<file path="config.mk">
export PLATFORM = sky130hd
export DESIGN_NAME = lcd_mux_drv
export DESIGN_NICKNAME = d
export VERILOG_FILES = /design/src/rtl/lcd_mux_pkg.sv /design/src/rtl/lcd_tick_div.sv /design/src/rtl/lcd_slot_seq.sv /design/src/rtl/lcd_level_map.sv /design/src/rtl/lcd_mux_drv.sv
export SDC_FILE = /design/constraint.sdc
export NUM_CORES = 1
export LEC_CHECK = 0
export BUFFER_PORTS_ARGS = -buffer_cell sky130_fd_sc_hd__buf_2
export CAP_MARGIN = 20
export CORE_ASPECT_RATIO = 1.25
export CORE_MARGIN = 2
export CORE_UTILIZATION = 40
export CTS_CLUSTER_DIAMETER = 200
export DETAILED_ROUTE_END_ITERATION = 7
export GPL_TIMING_DRIVEN = 0
export MAX_ROUTING_LAYER = met4
export PLACE_DENSITY = 0.77
export SYNTH_ARGS = -nofsm -noshare
export SYNTH_HDL_FRONTEND = slang
export SYNTH_HIERARCHICAL = 1
export SYNTH_SLANG_ARGS = --single-unit
</file>
<file path="constraint.sdc">
create_clock -name clk -period 6.7 [get_ports clk]
set_clock_uncertainty 0.15 [all_clocks]
set_input_delay 0.67 -clock clk [delete_from_list [all_inputs] [get_ports clk]]
set_output_delay 0.67 -clock clk [all_outputs]
set_load 0.02 [all_outputs]
</file>
<file path="src/rtl/lcd_mux_pkg.sv">
package lcd_mux_pkg;

  localparam int COMS = 4;

  typedef enum logic [1:0] {
    SCH_THIRD  = 2'd0,
    SCH_HALF   = 2'd1,
    SCH_STATIC = 2'd2
  } sch_e;

  localparam logic [1:0] LV_GND  = 2'd0;
  localparam logic [1:0] LV_LOW  = 2'd1;
  localparam logic [1:0] LV_HIGH = 2'd2;
  localparam logic [1:0] LV_FULL = 2'd3;

  // Cycles per slot minus one for a given rate code.
  function automatic int div_limit(int base, logic [1:0] sel);
    return (1 << (base + 3 - int'(sel))) - 1;
  endfunction

  // Commons multiplexed for a scheme code; reserved codes act as static.
  function automatic logic [2:0] ncom_of(logic [2:0] mode);
    case (mode)
      3'b000:  return 3'd4;
      3'b001:  return 3'd3;
      3'b010:  return 3'd2;
      3'b011:  return 3'd3;
      default: return 3'd1;
    endcase
  endfunction

  function automatic sch_e sch_of(logic [2:0] mode);
    case (mode)
      3'b000, 3'b001: return SCH_THIRD;
      3'b010, 3'b011: return SCH_HALF;
      default:        return SCH_STATIC;
    endcase
  endfunction

  function automatic logic [1:0] com_code(sch_e sch, logic hit, logic pol);
    if (hit) return pol ? LV_GND : LV_FULL;
    case (sch)
      SCH_THIRD: return pol ? LV_HIGH : LV_LOW;
      SCH_HALF:  return LV_LOW;
      default:   return pol ? LV_FULL : LV_GND;
    endcase
  endfunction

  function automatic logic [1:0] seg_code(sch_e sch, logic on, logic pol);
    if (on) return pol ? LV_FULL : LV_GND;
    case (sch)
      SCH_THIRD: return pol ? LV_LOW : LV_HIGH;
      SCH_HALF:  return LV_LOW;
      default:   return pol ? LV_GND : LV_FULL;
    endcase
  endfunction

endpackage

</file>
<file path="src/rtl/lcd_tick_div.sv">
module lcd_tick_div
  import lcd_mux_pkg::*;
#(
  parameter int BASE_SHIFT = 6,
  localparam int CNT_W = BASE_SHIFT + 3
) (
  input  logic       clk,
  input  logic       rst_n,
  input  logic       en,
  input  logic [1:0] sel,
  output logic       tick
);

  logic [CNT_W-1:0] cnt_q;
  logic [CNT_W-1:0] limit;

  assign limit = CNT_W'(div_limit(BASE_SHIFT, sel));
  assign tick  = en && (cnt_q == limit);

  always_ff @(posedge clk or negedge rst_n) begin
    if (!rst_n)      cnt_q <= '0;
    else if (!en)    cnt_q <= '0;
    else if (tick)   cnt_q <= '0;
    else             cnt_q <= cnt_q + 1'b1;
  end

endmodule

</file>
<file path="src/rtl/lcd_slot_seq.sv">
module lcd_slot_seq
  import lcd_mux_pkg::*;
(
  input  logic       clk,
  input  logic       rst_n,
  input  logic       en,
  input  logic       tick,
  input  logic [2:0] mode_in,
  input  logic [1:0] sel_in,
  output logic [1:0] slot,
  output logic       pol,
  output logic [2:0] mode_q,
  output logic [1:0] sel_q,
  output logic       wrap
);

  logic [1:0] last_slot;

  assign last_slot = 2'(ncom_of(mode_q) - 3'd1);
  assign wrap      = tick && (slot == last_slot);

  always_ff @(posedge clk or negedge rst_n) begin
    if (!rst_n) begin
      slot   <= '0;
      pol    <= 1'b0;
      mode_q <= '0;
      sel_q  <= '0;
    end else if (!en) begin
      slot   <= '0;
      pol    <= 1'b0;
      mode_q <= mode_in;
      sel_q  <= sel_in;
    end else if (wrap) begin
      slot   <= '0;
      pol    <= ~pol;
      mode_q <= mode_in;
      sel_q  <= sel_in;
    end else if (tick) begin
      slot   <= slot + 2'd1;
    end
  end

endmodule

</file>
<file path="src/rtl/lcd_level_map.sv">
module lcd_level_map
  import lcd_mux_pkg::*;
#(
  parameter int NUM_SEG   = 24,
  parameter int BLINK_SEG = 18
) (
  input  logic                 en,
  input  logic [1:0]           slot,
  input  logic                 pol,
  input  logic [2:0]           mode_q,
  input  logic [NUM_SEG*4-1:0] frame_buf,
  input  logic [3:0]           blink_mask,
  input  logic                 blink_off,
  output logic [COMS*2-1:0]    com_lvl,
  output logic [NUM_SEG*2-1:0] seg_lvl
);

  sch_e       sch;
  logic [2:0] ncom;

  assign sch  = sch_of(mode_q);
  assign ncom = ncom_of(mode_q);

  for (genvar i = 0; i < COMS; i++) begin : g_com
    logic active;
    assign active = 3'(i) < ncom;
    assign com_lvl[2*i +: 2] = (en && active)
                               ? com_code(sch, slot == 2'(i), pol) : LV_GND;
  end

  for (genvar s = 0; s < NUM_SEG; s++) begin : g_seg
    logic pix;
    if (s == BLINK_SEG) begin : g_blink
      assign pix = frame_buf[4*s + int'(slot)] && !(blink_off && blink_mask[slot]);
    end else begin : g_plain
      assign pix = frame_buf[4*s + int'(slot)];
    end
    assign seg_lvl[2*s +: 2] = en ? seg_code(sch, pix, pol) : LV_GND;
  end

endmodule

</file>
<file path="src/rtl/lcd_mux_drv.sv">
module lcd_mux_drv
  import lcd_mux_pkg::*;
#(
  parameter int NUM_SEG    = 24,
  parameter int BLINK_SEG  = 18,
  parameter int BASE_SHIFT = 6
) (
  input  logic                 clk,
  input  logic                 rst_n,
  input  logic                 enable,
  input  logic [1:0]           clk_sel,
  input  logic [2:0]           mode_sel,
  input  logic [NUM_SEG*4-1:0] frame_buf,
  input  logic [3:0]           blink_mask,
  input  logic                 blink_off,
  output logic [7:0]           com_lvl,
  output logic [NUM_SEG*2-1:0] seg_lvl
);

  logic       slot_tick;
  logic       frame_wrap;
  logic [1:0] slot_q;
  logic       pol_q;
  logic [2:0] mode_q;
  logic [1:0] sel_q;

  lcd_tick_div #(.BASE_SHIFT(BASE_SHIFT)) u_div (
    .clk  (clk),
    .rst_n(rst_n),
    .en   (enable),
    .sel  (sel_q),
    .tick (slot_tick)
  );

  lcd_slot_seq u_seq (
    .clk    (clk),
    .rst_n  (rst_n),
    .en     (enable),
    .tick   (slot_tick),
    .mode_in(mode_sel),
    .sel_in (clk_sel),
    .slot   (slot_q),
    .pol    (pol_q),
    .mode_q (mode_q),
    .sel_q  (sel_q),
    .wrap   (frame_wrap)
  );

  lcd_level_map #(.NUM_SEG(NUM_SEG), .BLINK_SEG(BLINK_SEG)) u_map (
    .en        (enable),
    .slot      (slot_q),
    .pol       (pol_q),
    .mode_q    (mode_q),
    .frame_buf (frame_buf),
    .blink_mask(blink_mask),
    .blink_off (blink_off),
    .com_lvl   (com_lvl),
    .seg_lvl   (seg_lvl)
  );

endmodule

</file>
# Yosys cells after proc, flatten, opt, wreduce, memory -nomap -nowiden
# Index checks and enable logic that the tools add are counted.
# totals
ff_bits	17
latchBits	0
ram_bits	0
romBits	0
inputBits	109
output_inout_bits	56
elab_cells	294
memories	0
# classes
add_sub_neg	28
multipliers	0
div_mod_pow	0
n_lt_le_gt_ge	29
n_eq_ne	11
shifts	1
mux	204
n_bitwise	1
reduce_logical	15
# op_table
op	count
32-bit by 9-bit < comparator with 1-bit output, second input constant	23
2-bit two-way mux	93
1-bit binary-select mux with 7-bit select	23
1-bit two-way mux	78
7-bit by 2-bit adder with 8-bit output, first input constant	8
6-bit by 2-bit adder with 7-bit output, first input constant	8
1-bit by 32-bit << shifter with 9-bit output, first input constant	1
5-bit by 2-bit adder with 6-bit output, first input constant	4
9-bit two-way mux	2
2-bit case mux with 2 select lines	3
4-bit by 2-bit adder with 5-bit output, first input constant	2
9-bit by 1-bit adder with 9-bit output, second input constant	1
9-bit equality test	1
3-bit case mux with 3 select lines	1
9-bit by 2-bit subtractor with 9-bit output, second input constant	1
1-bit logical AND	8
2-bit by 8-bit < comparator with 1-bit output, second input constant	1
3-bit by 2-bit equality test with 1-bit output, second input constant	2
1-bit by 3-bit < comparator with 1-bit output, first input constant	2
2-bit by 3-bit < comparator with 1-bit output, first input constant	2
3-bit two-way mux	2
2-bit OR reduction	3
4-bit by 2-bit subtractor with 5-bit output, first input constant	1
3-bit by 2-bit adder with 4-bit output, first input constant	1
other kinds (14)	18

# Depth between registers and ports, before layout
# depth
depth_word	8
ltp_mapped	8
mapped_depth_nobuf	8

# Modules after synthesis
# The synthesis kept the hierarchy.
# by_module_without_submodules
module	instances	cells_each	area_each_um2	seq_area_each_um2
lcd_level_map	1	181	1652.8	0.0
lcd_tick_div	1	48	493.0	225.2
lcd_slot_seq	1	33	395.4	200.2

# Least setup slack after synthesis
# No wires, ideal clock.
# synth_timing
path_type	reg-to-output
start	register u_seq.slot[1]
end	output seg_lvl[36]
arrival_ns	1.699
required_ns	5.880
setup_slack_ns	4.181
path_stages_with_launch	6
path_buffers	1
cell_sequence	dfrtp_1 > buf_2 > mux2_2 > nand3_1 > o311a_2 > mux2i_1
# synth_via
elab_chain_len	8
elab_cells_between_ends	12
cone_classes	add/sub (1); mux (8); reduce/logical (3)
# synth_rtl
element	line_no	rtl
start: declaration	lcd_slot_seq.sv:10	output logic [1:0] slot,
start signal: assignment	lcd_slot_seq.sv:39	slot <= slot + 2'd1;
7-bit by 2-bit adder with 8-bit output or 1-bit binary-select mux with 2-bit select (tied branches)	lcd_level_map.sv:34	assign pix = frame_buf[4*s + int'(slot)] && !(blink_off && blink_mask[slot]);
1-bit binary-select mux with 7-bit select or 1-bit two-way mux (tied branches)	lcd_level_map.sv:34	
1-bit two-way mux (not written as such) or 1-bit logical AND (tied branches)	lcd_level_map.sv:34	
1-bit two-way mux (not written as such) or 1-bit zero test (tied branches)	lcd_level_map.sv:34	
1-bit logical AND (*)	lcd_level_map.sv:34	
1-bit two-way mux (*)	lcd_mux_pkg.sv:50	if (on) return pol ? LV_FULL : LV_GND;
2-bit two-way mux (*)	lcd_mux_pkg.sv:51	case (sch)
2-bit two-way mux (*)	lcd_level_map.sv:38	assign seg_lvl[2*s +: 2] = en ? seg_code(sch, pix, pol) : LV_GND;
end: declaration	lcd_mux_drv.sv:17	output logic [NUM_SEG*2-1:0] seg_lvl
# Every way passes the cells marked *; elsewhere a longest branch is shown, timed or not. The select of a mux whose other input is x is not followed.

# Worst setup path in the final report
# layout_timing
start	register u_seq.slot[0]
end	output seg_lvl[12]
# layout_via
elab_chain_len	7
# layout_rtl
element	line_no	rtl
5-bit by 2-bit adder with 6-bit output	lcd_level_map.sv:36	assign pix = frame_buf[4*s + int'(slot)];
1-bit binary-select mux with 7-bit select	lcd_level_map.sv:36	
1-bit two-way mux (not written as such) (2 in a row)	lcd_level_map.sv:36	
1-bit two-way mux	lcd_mux_pkg.sv:50	
2-bit two-way mux	lcd_mux_pkg.sv:51	
2-bit two-way mux	lcd_level_map.sv:38	
# No other way between the ends. The select of a mux whose other input is x is not followed.

==> metrics.cfg <==
[clock_tree]
postCtsHoldBufs = 0
cts_tree = built
cts_root_buf = clkbuf_8
clock_latency_ns = 0.25
clk_pin_slew_ns = 0.06
cts_made_buffers = 3
post_cts_buffers = 0
h-tree-depth = 1
cts_max_path_buffers = 2
cts_resized = 0
clock_sinks = 17

[detailed_routing]
drc = 0
first_pass_iters = 4
vias = 2737
ant_nets = 0
wl_per_cell_um = 15.99
drt-total-wl_um = 8236
viasPerCell = 5.315
drt_iter0_markers = 118

[job]
cap_viol_max_count = 0

[logic_synthesis]
avgSynthCellArea_um2 = 9.699
synth_edf_count = 0
synthesis.area_mm2 = 0.002541
synth_commonest_cells = mux2i_1 (50), nor2b_1 (48), mux4_2 (24)
netlist_instances = 262
ys_seq_area_share_pct = 16.74
ys_types = 42
synthArstFlopShare_pct = 100.0
yosysMostFrequentCell = mux2i_1
yosysWarnings = 6
synth_fp_nets = 372
ys.flop_type = dfrtp_1
yosysTopAreaCellShare_pct = 21.27
synth.area.top_cells = mux4_2 (21%), mux2i_1 (20%), dfrtp_1 (17%)
synth_area_leader_cell = mux4_2
synth.ff_latch_count = 17

[global_routing]
grt_pass1_vias = 2658
grt_pass1_wl_um = 12050
grt_max_degree = 24
grt_overflow = 0
track_usage_pct = 22.63
antenna_found_initial = 0

[setup_path]
cp_slowest_cell = mux4_2
cp-end-kind = output port
crit_chain = buf_6 -> mux4_2 -> mux2i_1 -> nor2b_1 -> buf_2
required_ns = 5.88
start_kind = flip-flop
critPathMaxStageDelay_ns = 0.56
cp_top_family = multiplexers
critPathKind = reg -> out
path_buf_inv = 2
cp_max_fo = 10
critPathArrivalTime_ns = 2.18

[power]
finalPower_uw = 392.6
ir_worst_vdd_v = 0.00009136
power.density_mw_per_mm2 = 111.7
power_leakage_nw = 1.719

[cells_and_area]
multiInputGateArea_mm2 = 0.001982
layout-drive-gt1-share_pct = 48.60
diodes = 0
fill_cells = 590
syn2layout_area_growth_pct = 38.26
fin_area_mm2 = 0.003513
regArea_um2 = 425.4
fin_cells = 515
num-nets-final = 541

[timing]
max_freq_mhz = 332.9
fin_tns_setup_ns = 0
setup_viol = 0
holdWs_ns = 0.1792
max_slew_margin_pct = 68.55
drv_slew = 0
fin_crit_ns = 3.004
fin_crit_sh_pct = 44.83
tightest_slew_ns = 0.4717
rsz0062_at_grt = no
hold_viol = 0

[floorplan]
start_util_pct = 41.21
die_w_um = 75.29
rows = 32
die_area_mm2 = 0.007011
ios = 165
core_area_mm2 = 0.006166
die_y_um = 93.12

[place]
hpwl_um = 6861
io_buffer_count = 164
placed_area_mm2 = 0.003468
placed_cells = 511
gp_congestion = 0.8927

[worst_hold_path]
hp-class = in -> async

[status]
status = complete, no violations

[power breakdown]
group / leakage [nW] / switching [mW] / total, mW / internal [mW]
registers: 0.225 / 0.00870 / 0.117 / 0.109
clock network: 0.0228 / 0.0331 / 0.0753 / 0.0421
logic: 1.47 / 0.109 / 0.200 / 0.0905
[cells by family after synthesis]
| group | count (synthesis) | synth area share (%) |
|---|---|---|
| AND/OR/NAND/NOR | 106 | 23.78 |
| multiplexers | 79 | 43.18 |
| buffers and inverters | 27 | 5.268 |
| AO/OA/AOI/OAI | 19 | 6.057 |
| flip-flops | 17 | 16.74 |
| XOR/XNOR | 13 | 4.481 |
| adder cells (fa/ha/maj) | 1 | 0.4923 |
[per-layer routing]
metal  GRT usage [%]  share of wire, %  vias up
met1           24.48                36     1308
met5               -                 0        -
li1                -                 -     1283
met2           43.12                53      129
met3           1.185               8.0       17
met4           6.433               2.2        0
[final timing paths]
kind,depth (start not counted),start,slack [ns],to
setup / recovery,5,u_seq/slot[0],3.70,seg_lvl[12]
hold / removal,1,rst_n,0.18,u_seq/sel_q[1]
setup reg to reg,8,u_div/cnt_q[0],4.02,u_seq/sel_q[1]
hold reg to reg,1,u_div/cnt_q[0],0.35,u_div/cnt_q[0]
max in group asynchronous,1,rst_n,5.95,u_div/cnt_q[2]
min in group clk,1,u_div/cnt_q[0],0.35,u_div/cnt_q[0]
[layout make-up]
cell class / instances / share of cell area, %
plain buffers: 22 / 3.276
repair buffers: 164 / 23.36
flip-flops and latches: 17 / 12.11
well taps: 85 / 3.027
multi-input cells: 218 / 56.41
clock buffers: 4 / 1.282
inverters: 5 / 0.5342
[through the flow]
step | setup slack [ns] | utilization (%)
6_report | 3.696 | 56.98
5_1_grt | 3.607 | 56.98
4_1_cts | 3.705 | 56.98
3_5_place_dp | 3.987 | 56.25
3_3_place_gp | 4.027 | 56.25
2_1_floorplan | 4.181 | -
[placed cells by master (no fill, tap or decap), drive strengths merged, types with 3 or more instances in the layout]
cell type,n
a21oi,8
and2,3
buf,180
clkbuf,10
dfrtp,17
inv,4
mux2,5
mux2i,50
mux4,24
nand2,16
nand2b,3
nand3,5
nor2,14
nor2b,48
nor3,3
nor3b,6
xnor2,9
xor2,4
[registers in the layout, summed over array words and instances, names as in the netlist]
name / count
u_seq/sel_q: 2
u_div/cnt_q: 9
u_seq/pol: 1
u_seq/mode_q: 3
u_seq/slot: 2
[worst register-to-register path, stage by stage, from the launching register on]
cell and delay (ns):
dfrtp_1 0.39, ha_1 0.20, nand3_1 0.19, a311o_1 0.36, a21oi_4 0.25, and2_1 0.22
nand2_1 0.14, a22oi_4 0.31, mux2_1 0.35
Note: power is estimated with default switching activity, not from simulation.
